<file path="config.mk">
export PLATFORM = sky130hd
export DESIGN_NAME = mbist_march_ctrl
export DESIGN_NICKNAME = d
export VERILOG_FILES = /design/src/rtl/mbist_march_pkg.sv /design/src/rtl/march_seq.sv /design/src/rtl/march_port_drive.sv /design/src/rtl/march_read_check.sv /design/src/rtl/march_fail_tally.sv /design/src/rtl/mbist_march_ctrl.sv
export SDC_FILE = /design/constraint.sdc
export NUM_CORES = 1
export LEC_CHECK = 0
export BUFFER_PORTS_ARGS = -buffer_cell sky130_fd_sc_hd__buf_4
export CAP_MARGIN = 15
export CORE_ASPECT_RATIO = 1.2
export CORE_MARGIN = 2
export CORE_UTILIZATION = 44
export DETAILED_ROUTE_END_ITERATION = 8
export PLACE_DENSITY_LB_ADDON = 0.2
export SYNTH_ARGS = -nofsm -noshare
export SYNTH_HDL_FRONTEND = slang
export SYNTH_SLANG_ARGS = --single-unit
export TNS_END_PERCENT = 20
</file>
<file path="constraint.sdc">
create_clock -name clk -period 3.25 [get_ports clk]
set_clock_uncertainty 0.2 [all_clocks]
set_input_delay 0.65 -clock clk [delete_from_list [all_inputs] [get_ports clk]]
set_output_delay 0.65 -clock clk [all_outputs]
set_load 0.02 [all_outputs]
</file>
<file path="src/rtl/mbist_march_pkg.sv">
package mbist_march_pkg;

  localparam int NUM_ELEMS = 6;
  localparam int ELEM_W    = 3;
  localparam int STEP_W    = 2;

  typedef enum logic {SEQ_IDLE, SEQ_RUN} seq_state_e;

  typedef struct packed {
    logic is_wr;
    logic val;
  } march_op_t;

  // index of the last step inside element e (elements have one or three steps)
  function automatic logic [STEP_W-1:0] elem_last_step(input logic [ELEM_W-1:0] e);
    case (e)
      3'd1, 3'd2, 3'd3, 3'd4: return 2'd2;
      default:                return 2'd0;
    endcase
  endfunction

  function automatic logic elem_is_down(input logic [ELEM_W-1:0] e);
    return (e == 3'd3) || (e == 3'd4);
  endfunction

  function automatic march_op_t elem_op(input logic [ELEM_W-1:0] e,
                                        input logic [STEP_W-1:0] k);
    march_op_t op;
    op.is_wr = 1'b0;
    op.val   = 1'b0;
    case (e)
      3'd0: op.is_wr = 1'b1;
      3'd1, 3'd3: begin
        op.is_wr = (k == 2'd1);
        op.val   = (k != 2'd0);
      end
      3'd2, 3'd4: begin
        op.is_wr = (k == 2'd1);
        op.val   = (k == 2'd0);
      end
      default: op.val = 1'b0;
    endcase
    return op;
  endfunction

endpackage

</file>
<file path="src/rtl/march_seq.sv">
module march_seq
  import mbist_march_pkg::*;
#(
  parameter int ADDR_W = 16
) (
  input  logic              clk,
  input  logic              rst,
  input  logic              start_i,
  input  logic              hold_i,
  output logic              busy_o,
  output logic              accept_o,
  output logic              issue_o,
  output march_op_t         op_o,
  output logic [ADDR_W-1:0] addr_o,
  output logic              final_o
);

  localparam logic [ELEM_W-1:0] LAST_ELEM = ELEM_W'(NUM_ELEMS - 1);
  localparam logic [ADDR_W-1:0] ADDR_TOP  = '1;

  function automatic logic [ADDR_W-1:0] first_addr(input logic [ELEM_W-1:0] e);
    return elem_is_down(e) ? ADDR_TOP : '0;
  endfunction

  function automatic logic [ADDR_W-1:0] step_addr(input logic [ADDR_W-1:0] a,
                                                  input logic down);
    return down ? a - 1'b1 : a + 1'b1;
  endfunction

  seq_state_e        state_q;
  logic [ELEM_W-1:0] elem_q;
  logic [STEP_W-1:0] step_q;
  logic [ADDR_W-1:0] addr_q;

  logic step_done;
  logic addr_end;
  logic down;

  always_comb begin
    busy_o    = (state_q == SEQ_RUN);
    accept_o  = start_i && !busy_o && !hold_i;
    down      = elem_is_down(elem_q);
    step_done = (step_q == elem_last_step(elem_q));
    addr_end  = down ? (addr_q == '0) : (addr_q == ADDR_TOP);
    issue_o   = busy_o;
    op_o      = elem_op(elem_q, step_q);
    addr_o    = addr_q;
    final_o   = busy_o && step_done && addr_end && (elem_q == LAST_ELEM);
  end

  always_ff @(posedge clk) begin
    if (rst) begin
      state_q <= SEQ_IDLE;
      elem_q  <= '0;
      step_q  <= '0;
      addr_q  <= '0;
    end else if (accept_o) begin
      state_q <= SEQ_RUN;
      elem_q  <= '0;
      step_q  <= '0;
      addr_q  <= first_addr('0);
    end else if (busy_o) begin
      if (!step_done) begin
        step_q <= step_q + 1'b1;
      end else begin
        step_q <= '0;
        if (!addr_end) begin
          addr_q <= step_addr(addr_q, down);
        end else if (elem_q == LAST_ELEM) begin
          state_q <= SEQ_IDLE;
        end else begin
          elem_q <= elem_q + 1'b1;
          addr_q <= first_addr(elem_q + 1'b1);
        end
      end
    end
  end

endmodule

</file>
<file path="src/rtl/march_port_drive.sv">
module march_port_drive
  import mbist_march_pkg::*;
#(
  parameter int ADDR_W = 16,
  parameter int DATA_W = 18,
  parameter int NPORTS = 4
) (
  input  logic                     issue_i,
  input  march_op_t                op_i,
  input  logic [ADDR_W-1:0]        addr_i,
  output logic [NPORTS*ADDR_W-1:0] port_addr_o,
  output logic [NPORTS-1:0]        port_rd_o,
  output logic                     port_wr_o,
  output logic [DATA_W-1:0]        port_wdata_o
);

  logic rd_cycle;
  assign rd_cycle = issue_i && !op_i.is_wr;

  for (genvar p = 0; p < NPORTS; p++) begin : g_port
    assign port_addr_o[p*ADDR_W +: ADDR_W] = addr_i;
    assign port_rd_o[p]                    = rd_cycle;
  end

  assign port_wr_o    = issue_i && op_i.is_wr;
  assign port_wdata_o = {DATA_W{op_i.val}};

endmodule

</file>
<file path="src/rtl/march_read_check.sv">
module march_read_check
  import mbist_march_pkg::*;
#(
  parameter int DATA_W = 18,
  parameter int NPORTS = 4
) (
  input  logic                     clk,
  input  logic                     rst,
  input  logic                     issue_i,
  input  march_op_t                op_i,
  input  logic                     final_i,
  input  logic [NPORTS*DATA_W-1:0] rdata_i,
  output logic                     fail_o,
  output logic                     end_o,
  output logic                     pend_o
);

  function automatic logic [DATA_W-1:0] pattern(input logic v);
    return {DATA_W{v}};
  endfunction

  logic             vld_q;
  logic             exp_q;
  logic             end_q;
  logic [NPORTS-1:0] mism;

  always_ff @(posedge clk) begin
    if (rst) begin
      vld_q <= 1'b0;
      exp_q <= 1'b0;
      end_q <= 1'b0;
    end else begin
      vld_q <= issue_i && !op_i.is_wr;
      exp_q <= op_i.val;
      end_q <= final_i;
    end
  end

  for (genvar p = 0; p < NPORTS; p++) begin : g_cmp
    assign mism[p] = rdata_i[p*DATA_W +: DATA_W] != pattern(exp_q);
  end

  assign fail_o = vld_q && (|mism);
  assign end_o  = end_q;
  assign pend_o = vld_q || end_q;

endmodule

</file>
<file path="src/rtl/march_fail_tally.sv">
module march_fail_tally #(
  parameter int RES_W = 25
) (
  input  logic             clk,
  input  logic             rst,
  input  logic             clear_i,
  input  logic             fail_i,
  input  logic             end_i,
  output logic             done_o,
  output logic [RES_W-1:0] result_o
);

  localparam int CNT_W = RES_W - 1;

  function automatic logic [CNT_W-1:0] sat_inc(input logic [CNT_W-1:0] c);
    return (&c) ? c : c + 1'b1;
  endfunction

  logic [CNT_W-1:0] count_q;
  logic             done_q;

  always_ff @(posedge clk) begin
    if (rst) begin
      count_q <= '0;
      done_q  <= 1'b0;
    end else begin
      done_q <= end_i;
      if (clear_i)     count_q <= '0;
      else if (fail_i) count_q <= sat_inc(count_q);
    end
  end

  assign done_o   = done_q;
  assign result_o = {count_q, |count_q};

endmodule

</file>
<file path="src/rtl/mbist_march_ctrl.sv">
module mbist_march_ctrl
  import mbist_march_pkg::*;
#(
  parameter int ADDR_W = 16,
  parameter int DATA_W = 18,
  parameter int NPORTS = 4,
  parameter int RES_W  = 25
) (
  input  logic                     clk,
  input  logic                     rst,
  input  logic                     start_i,
  output logic [NPORTS*ADDR_W-1:0] port_addr_o,
  output logic [NPORTS-1:0]        port_rd_o,
  output logic                     port_wr_o,
  output logic [DATA_W-1:0]        port_wdata_o,
  input  logic [NPORTS*DATA_W-1:0] port_rdata_i,
  output logic                     done_o,
  output logic [RES_W-1:0]         result_o
);

  // named internal events, also watched by the bound checker
  logic              busy;
  logic              accept;
  logic              issue;
  march_op_t         op;
  logic [ADDR_W-1:0] addr;
  logic              final_op;
  logic              fail_evt;
  logic              chk_end;
  logic              chk_pend;

  march_seq #(.ADDR_W(ADDR_W)) u_seq (
    .clk      (clk),
    .rst      (rst),
    .start_i  (start_i),
    .hold_i   (chk_pend),
    .busy_o   (busy),
    .accept_o (accept),
    .issue_o  (issue),
    .op_o     (op),
    .addr_o   (addr),
    .final_o  (final_op)
  );

  march_port_drive #(.ADDR_W(ADDR_W), .DATA_W(DATA_W), .NPORTS(NPORTS)) u_drive (
    .issue_i      (issue),
    .op_i         (op),
    .addr_i       (addr),
    .port_addr_o  (port_addr_o),
    .port_rd_o    (port_rd_o),
    .port_wr_o    (port_wr_o),
    .port_wdata_o (port_wdata_o)
  );

  march_read_check #(.DATA_W(DATA_W), .NPORTS(NPORTS)) u_check (
    .clk     (clk),
    .rst     (rst),
    .issue_i (issue),
    .op_i    (op),
    .final_i (final_op),
    .rdata_i (port_rdata_i),
    .fail_o  (fail_evt),
    .end_o   (chk_end),
    .pend_o  (chk_pend)
  );

  march_fail_tally #(.RES_W(RES_W)) u_tally (
    .clk      (clk),
    .rst      (rst),
    .clear_i  (accept),
    .fail_i   (fail_evt),
    .end_i    (chk_end),
    .done_o   (done_o),
    .result_o (result_o)
  );

endmodule

</file>
# After elaboration in Yosys (flattened, before gate mapping)
# Index checks and enable logic that the tools add are counted.
# op_classes
bitwise_logic	2
n_addsub	5
eq_ne	15
n_reduce_logical	28
n_mux	14
# op_table
op	count
$ne A18 B18 Y1	4
$mux W16	4
$add A24 B1 Y24 const B	1
$reduce_and A24 Y1	1
$reduce_or A24 Y1	1
$add A16 B1 Y16 const B	1
$eq A16 B16 Y1 const B	1
$logic_not A16 Y1	1
$sub A16 B1 Y16 const B	1
$eq A3 B2 Y1 const B	3
$eq A3 B3 Y1 const B	3
$logic_and A1 B1 Y1	8
$reduce_or A4 Y1	2
$mux W1	6
$reduce_or A2 Y1	3
$mux W2	2
$pmux W1 S2	2
$reduce_and A4 Y1	1
$add A3 B1 Y3 const B	1
$eq A3 B1 Y1 const B	1
$logic_not A1 Y1	3
$logic_not A3 Y1	1
$logic_or A1 B1 Y1	3
$reduce_and A3 Y1	1
other kinds (8)	9
# word_totals
wordCells	73
out_inout_bits	113
regBits	50
in_bits	75

# Depth between registers and ports, before layout
# Gate-level depths: netlist of run 1.
# logic_depth
depth_word	7
mapped_depth	13
mapped_depth_nobuf	13

# By module
# From an unflattened synthesis of run 1, not the netlist that was laid out.
# unflattened
hier_cells	566
area_unflattened_um2	4460.5
# by_module_without_submodules
mod	cells_per_inst	area_each_um2	instances	seq_area_each_um2
march_seq	239	1918.1	1	440.4
march_fail_tally	158	1327.5	1	500.5
march_port_drive	88	661.9	1	0.0
march_read_check	81	553.0	1	60.1

# Worst setup path after synthesis of run 1
# No wires, ideal clock.
# synth_path
path_type	register -> register
start	register u_seq.elem_q[0]
end	register u_seq.addr_q[12], in the netlist u_seq.addr_o[12]
setup_slack_ps	224
path_stages_with_launch	12
period_less_slack_ps	3026
required_ps	2914
setup_ps	136
path_buffers	0
arrival_time_ps	2690
cell_sequence	dfxtp_1 > inv_1 > ha_1 > mux2_4 > ha_1 > nand2b_1 > a21oi_1 > o41a_1 > o22a_1 > a21o_1 > a211oi_1 > o32ai_2
# synth_between
elab_chain_cells	6
elab_cells_between_ends	20
cone_classes	add/sub (1); eq/ne (9); mux (6); reduce/logical (4)
# synth_rtl
item	line_no	source
start, declared	march_seq.sv:31	logic [ELEM_W-1:0] elem_q;
start signal, assigned	march_seq.sv:72	elem_q <= elem_q + 1'b1;
$add A3 B1 Y3	march_seq.sv:73	addr_q <= first_addr(elem_q + 1'b1);
$eq A3 B2 Y1 / $eq A3 B3 Y1 (equally long branches)	mbist_march_pkg.sv:23	return (e == 3'd3) || (e == 3'd4);
$logic_or A1 B1 Y1	mbist_march_pkg.sv:23	
$mux W16	march_seq.sv:22	return elem_is_down(e) ? ADDR_TOP : '0;
$mux W16	march_seq.sv:69	end else if (elem_q == LAST_ELEM) begin
$mux W16	march_seq.sv:67	if (!addr_end) begin
end signal, assigned	march_seq.sv:61	addr_q <= first_addr('0);
end signal, assigned	march_seq.sv:68	addr_q <= step_addr(addr_q, down);
end signal, assigned	march_seq.sv:73	
end, declared	march_seq.sv:33	logic [ADDR_W-1:0] addr_q;
# Parallel ways exist; a longest one is shown, timed or not. The select of a mux whose other input is x is not followed.
# A chain may end at the register's enable or synchronous reset.

# Worst setup path after layout of run 1
# layout_path
start	register u_seq.elem_q[0]
end	register u_seq.addr_q[14], in the netlist u_seq.addr_o[14]
# Same word-level chain as after synthesis.

==> impl_metrics.tcl, run 1 <==
set metrics [dict create \
    status "finished clean" \
    p_total_mw 1.60 \
    io_buffers 187 \
    ant_nets 0 \
    syn_nets 649 \
    r2r_start "u_seq.elem_q[0]" \
    pwr_density_cell_nw_per_um2 293 \
    crit_path_start_kind "flop" \
    worst-slew-pin-transition_ps 621 \
    placed_area_um2 5270 \
    clk_pin_slew_worst_paths_ps 70 \
    max_freq_mhz 321 \
    dominantRegCellSynth "dfxtp_1" \
    cts_hold_buffers 0 \
    ys_ff_latch 50 \
    syn_inst 547 \
    drc_errors 0 \
    htree_levels 2 \
    wire_per_inst_um 15.9 \
    grt_overflow 0 \
    setup_viol 0 \
    drive_gt1_frac 0.349 \
    syn_avg_cell_area_um2 7.78 \
    layout_common_cells "buf_4 (199), nor2_1 (50), dfxtp_1 (48)" \
    fin_crit_sh 0.959 \
    clk_latency_ps 300 \
    dp.cells 782 \
    initial_core_util 0.449 \
    fin_util 0.579 \
    clk_path_buf_depth 2 \
    leakagePower_nw 2.43 \
    grt_pass1_wl_um 19000 \
    syn_area_um2 4250 \
    syn2layout_area_growth_pct 28.9 \
    fin_area_um2 5490 \
    cts_sinks 50 \
    ys_warn_count 0 \
    cp_max_fo 6 \
    vias 4436 \
    max_cap_viol_count 0 \
    fp-row-count 39 \
    die_w_um 93.8 \
    firstDrtPassIters 4 \
    final_cells 794 \
    hp-class "reg -> reg" \
    dp_hpwl_um 9640 \
    max-slew-margin-rel 0.585 \
    gp_congestion 0.844 \
    tns_ps 0 \
    fp.dieH_um 112 \
    hold_start "u_check.end_o" \
    maxSlewViolCount 0 \
    cts_tree "yes" \
    core_region_area_um2 9470 \
    hold_viol 0 \
    grt_start_max_net_pins 21 \
    peakVddDrop_mv 0.237 \
    cts_buffers 5 \
    cp.arrival_ps 3110 \
    final_common_cell "buf_4" \
    crit_type "reg -> reg" \
    via_per_inst 5.59 \
    regToRegSetupSlack_ps 130 \
    fin_nets 771 \
    period_needed_ps 3120 \
    synth.distinct_cells 61 \
    async_reset_ff_frac 0 \
    crit_path_end_kind "flop" \
    die_area_um2 10500 \
    critPathLaunch "u_seq.elem_q[0]" \
    drtIter0Drc 194 \
    grt_use_total 0.221 \
    cts_root_buf "clkbuf_16" \
    grt_pass1_vias 3984 \
    routed_wl_um 12700 \
    critPathRequiredTime_ps 3240 \
    ios 188 \
    yosysSeqAreaShare 0.235 \
    antenna_found_initial 1 \
    synth_edf_count 0 \
]
power by group:
group          internal, mW  switching (mW)
clock network         0.368           0.257
logic                 0.157           0.170
registers             0.624          0.0284
total                  1.15           0.455
cell families after synthesis:
| group | count (synthesis) | share of synthesized area |
|---|---|---|
| buffers and inverters | 103 | 0.162 |
| XOR/XNOR | 29 | 0.0597 |
| AO/OA/AOI/OAI | 89 | 0.132 |
| AND/OR/NAND/NOR | 242 | 0.309 |
| flip-flops | 50 | 0.235 |
| adder cells (fa/ha/maj) | 27 | 0.0812 |
| multiplexers | 7 | 0.0206 |
final timing paths:
| kind | endpoint | depth (start not counted) |
|---|---|---|
| min reg2reg | u_tally.done_o | 1 |
| max reg2reg | u_seq.addr_o[14] | 12 |
| max | u_seq.addr_o[14] | 12 |
| min | u_tally.done_o | 1 |
layout make-up:
cell class | count | area (µm²)
Clock inverter | 3 | 47.5
Fill cell | 871 | 3980
Timing Repair Buffer | 199 | 1490
Multi-Input combinational cell | 395 | 2590
Sequential cell | 50 | 1000
Antenna cell | 1 | 2.50
Inverter | 18 | 67.6
Clock buffer | 5 | 125
Tap cell | 123 | 154
Yosys cell counts (12+ instances only):
| cell | count | area [µm²] |
|---|---|---|
| nor4_1 | 19 | 119 |
| buf_4 | 70 | 526 |
| nand3_1 | 27 | 135 |
| nand2_1 | 36 | 135 |
| nor2_1 | 50 | 188 |
| o21ai_0 | 17 | 85.1 |
| nand4_1 | 26 | 163 |
| xor2_1 | 12 | 105 |
| dfxtp_1 | 50 | 1000 |
| nor3_1 | 28 | 140 |
| a21oi_1 | 31 | 155 |
| xnor2_1 | 17 | 149 |
| ha_1 | 26 | 325 |
| inv_1 | 18 | 67.6 |
critical path, stage by stage, from the launching register on:
cell and delay (ps):
dfxtp_2 360, inv_1 90, ha_2 230, mux2_4 310
ha_1 330, nand2b_1 150, a21oi_2 80, o41a_1 420
o22a_1 250, nand4_1 120, nand3_1 130, mux2i_1 140
o221a_1 220
timing repair:
action / 4_1_cts / 5_1_grt
endpoints found under the hold margin: 0 / 0
pin swaps: 0 / 0
setup endpoints to repair: 1 / 8
buffers inserted: 0 / 2
cloned: 0 / 1
gates resized for setup: 1 / 5
metrics by stage:
stage | hold WS [ps] | setup slack, ps
6_report | 288 | 132
5_1_grt | 306 | -15.8
4_1_cts | 294 | 3.56
3_5_place_dp | 275 | 29.6
3_3_place_gp | 272 | 146
2_1_floorplan | 239 | 224
sequential cells by signal, summed over array words and instances (netlist names):
signal,flops
u_check.end_o,1
u_check.exp_q,1
u_check.vld_q,1
u_seq.addr_o,16
u_seq.busy_o,1
u_seq.elem_q,3
u_seq.step_q,2
u_tally.count_q,24
u_tally.done_o,1
layer usage:
| layer | vias to the layer above | track usage | share of wire |
|---|---|---|---|
| li1 | 2156 | - | - |
| met1 | 2094 | 0.276 | 0.42 |
| met2 | 175 | 0.393 | 0.49 |
| met3 | 11 | 0.0413 | 0.078 |
| met4 | 0 | 0.0454 | 0.0090 |
| met5 | - | 0 | 0 |
No activity file was read; power rests on OpenSTA's default activity.
==> run 2: changes to the inputs <==
--- a/config.mk
+++ b/config.mk
@@ -7,7 +7,6 @@
 export LEC_CHECK = 0
 export BUFFER_PORTS_ARGS = -buffer_cell sky130_fd_sc_hd__buf_4
 export CAP_MARGIN = 15
-export CORE_ASPECT_RATIO = 1.2
 export CORE_MARGIN = 2
 export CORE_UTILIZATION = 44
 export DETAILED_ROUTE_END_ITERATION = 8
==> run 2 against run 1 <==
Register-to-register slack got worse by 70 ps. Via count shrank 0.56%. Utilization up 0.085 points. Flip-flop and latch count is the same. Routed wire length is 4.6% lower. Total power decreased by 14%. First-iteration DRC count fell by 11%. Die area about the same. Design area fell by 1.3%. Count of clock-buffer cells in the layout did not move. Hold slack got worse by 9.5 ps. Sequential power hardly changed. Largest cell class unchanged. Largest power group unchanged.
==> impl_metrics.tcl, run 2 (same netlist as run 1, synthesis figures left out) <==
set metrics [dict create \
    cts_buffers 5 \
    die_w_um 102 \
    syn2layout_area_growth_pct 27.2 \
    dp_hpwl_um 9440 \
    antenna_cells 0 \
    maxSlewViolCount 0 \
    tns_ps 0 \
    clk_latency_ps 320 \
    grt_pass1_wl_um 18100 \
    fin_util 0.580 \
    worst-slew-pin-transition_ps 578 \
    hold_depth 1 \
    drtIter0Drc 172 \
    fin_nets 770 \
    dp.cells 787 \
    grt_use_total 0.214 \
    htree_levels 2 \
    max-slew-margin-rel 0.610 \
    final_cells 798 \
    regMostFlops "u_tally.count_q" \
    hold_start "u_check.end_o" \
    cts_root_buf "clkbuf_8" \
    crit_path_end_kind "flop" \
    ff2ff_path_depth 11 \
    p_total_mw 1.37 \
    area.sequential_um2 1000 \
    hold_end "u_tally.done_o" \
    gp_congestion 0.925 \
    cpPeakStageDelay_ps 430 \
    setup_viol 0 \
    drc_errors 0 \
    leakagePower_nw 2.40 \
    cp_common_cell "ha_1" \
    r2r_end "u_seq.addr_o[12]" \
    clk_path_buf_depth 2 \
    core_region_area_um2 9330 \
    via_per_inst 5.53 \
    ios 188 \
    layout_common_cells "buf_4 (199), nor2_1 (50), dfxtp_1 (48)" \
    firstDrtPassIters 5 \
    cts_hold_buffers 0 \
    cp_slowest_cell "o41a_1" \
    fillCellCount 881 \
    pwr_density_cell_nw_per_um2 254 \
    period_needed_ps 3190 \
    routed_wl_um 12100 \
    crit_type "reg -> reg" \
    max_freq_mhz 314 \
    fin_crit_sh 0.980 \
    status "finished clean" \
    fp.dieH_um 102 \
    ant_nets 0 \
    io_buffers 187 \
    initial_core_util 0.456 \
    hold_viol 0 \
    die_area_um2 10500 \
    clk_pin_slew_worst_paths_ps 110 \
    largest_reg_flops 24 \
    wire_per_inst_um 15.1 \
    cp_max_fo 8 \
    cpLargestDelayFamily "compound AO/OA/AOI/OAI gates" \
    cts_sinks 50 \
    drive_gt1_frac 0.350 \
    cts_tree "yes" \
    placed_area_um2 5270 \
    grt_start_max_net_pins 23 \
    regToRegSetupSlack_ps 60 \
    antenna_found_initial 0 \
    final_common_cell "buf_4" \
    grt_overflow 0 \
    peakVddDrop_mv 0.177 \
    hp-class "reg -> reg" \
    fin_area_um2 5410 \
    crit_chain "inv_1 -> ha_1 -> mux2_4 -> ha_1 -> nand2b_1 -> a21oi_1 -> o41a_1 -> o22a_1 -> a21o_1 -> a211oi_1 -> o32ai_2" \
    critPathRequiredTime_ps 3240 \
    r2r_start "u_seq.elem_q[0]" \
    cp.arrival_ps 3170 \
    vias 4411 \
    multi_input_area_um2 2590 \
    critPathBufInv 1 \
    max_cap_viol_count 0 \
    fp-row-count 35 \
    grt_pass1_vias 3846 \
    crit_path_start_kind "flop" \
]
[run 2: changes by cell type in the layout (fill, tap and decap cells not counted)]
cell | before | now
ha_1 | 25 | 26
diode_2 | 1 | 0
nand3_1 | 27 | 26
clkbuf_8 | 0 | 5
a2bb2oi_2 | 0 | 1
clkbuf_16 | 5 | 0
inv_8 | 0 | 1
nand3_2 | 3 | 4
ha_2 | 1 | 0
a2bb2oi_1 | 1 | 0
bufinv_16 | 1 | 0
mux2_2 | 1 | 0
[run 2: area by class of cell]
class | count | share of cell area
Inverter | 18 | 0.0125
Timing Repair Buffer | 199 | 0.276
Clock inverter | 3 | 0.00532
Tap cell | 129 | 0.0298
Multi-Input combinational cell | 394 | 0.478
Clock buffer | 5 | 0.0127
Sequential cell | 50 | 0.185
[run 2: worst max path at each step]
stage,from,end,cells past startpoint
floorplan,u_seq.elem_q[0],u_seq.addr_o[12],11
global placement,u_seq.elem_q[0],u_seq.addr_o[12],11
detailed placement,u_seq.elem_q[0],u_seq.addr_o[12],11
CTS,u_seq.elem_q[0],u_seq.addr_o[12],11
global route,u_seq.elem_q[0],u_seq.addr_o[13],12
finish,u_seq.elem_q[0],u_seq.addr_o[12],11
[run 2: per-layer routing]
layer,vias to the layer above,track usage,part of all wire
li1,2151,-,-
met1,2050,0.271,0.42
met2,186,0.379,0.48
met3,24,0.0253,0.073
met4,0,0.0697,0.025
met5,-,0,0
[run 2: timing repair]
item                       CTS  global route
setup buffers                0             3
setup endpoints to repair    0             5
resized for setup            0             7
[run 2: through the flow]
stage / worst slack, ps / hold WS [ps]
3_3_place_gp: 142 / 267
3_5_place_dp: 24.4 / 265
6_report: 64.7 / 278
2_1_floorplan: 224 / 239
4_1_cts: 8.80 / 283
5_1_grt: -52.7 / 292
[run 2: power breakdown]
part / switching (mW) / total, mW / internal [mW]
Combinational: 0.168 / 0.324 / 0.156
Clock: 0.238 / 0.400 / 0.162
Sequential: 0.0268 / 0.651 / 0.624
Total: 0.433 / 1.37 / 0.941
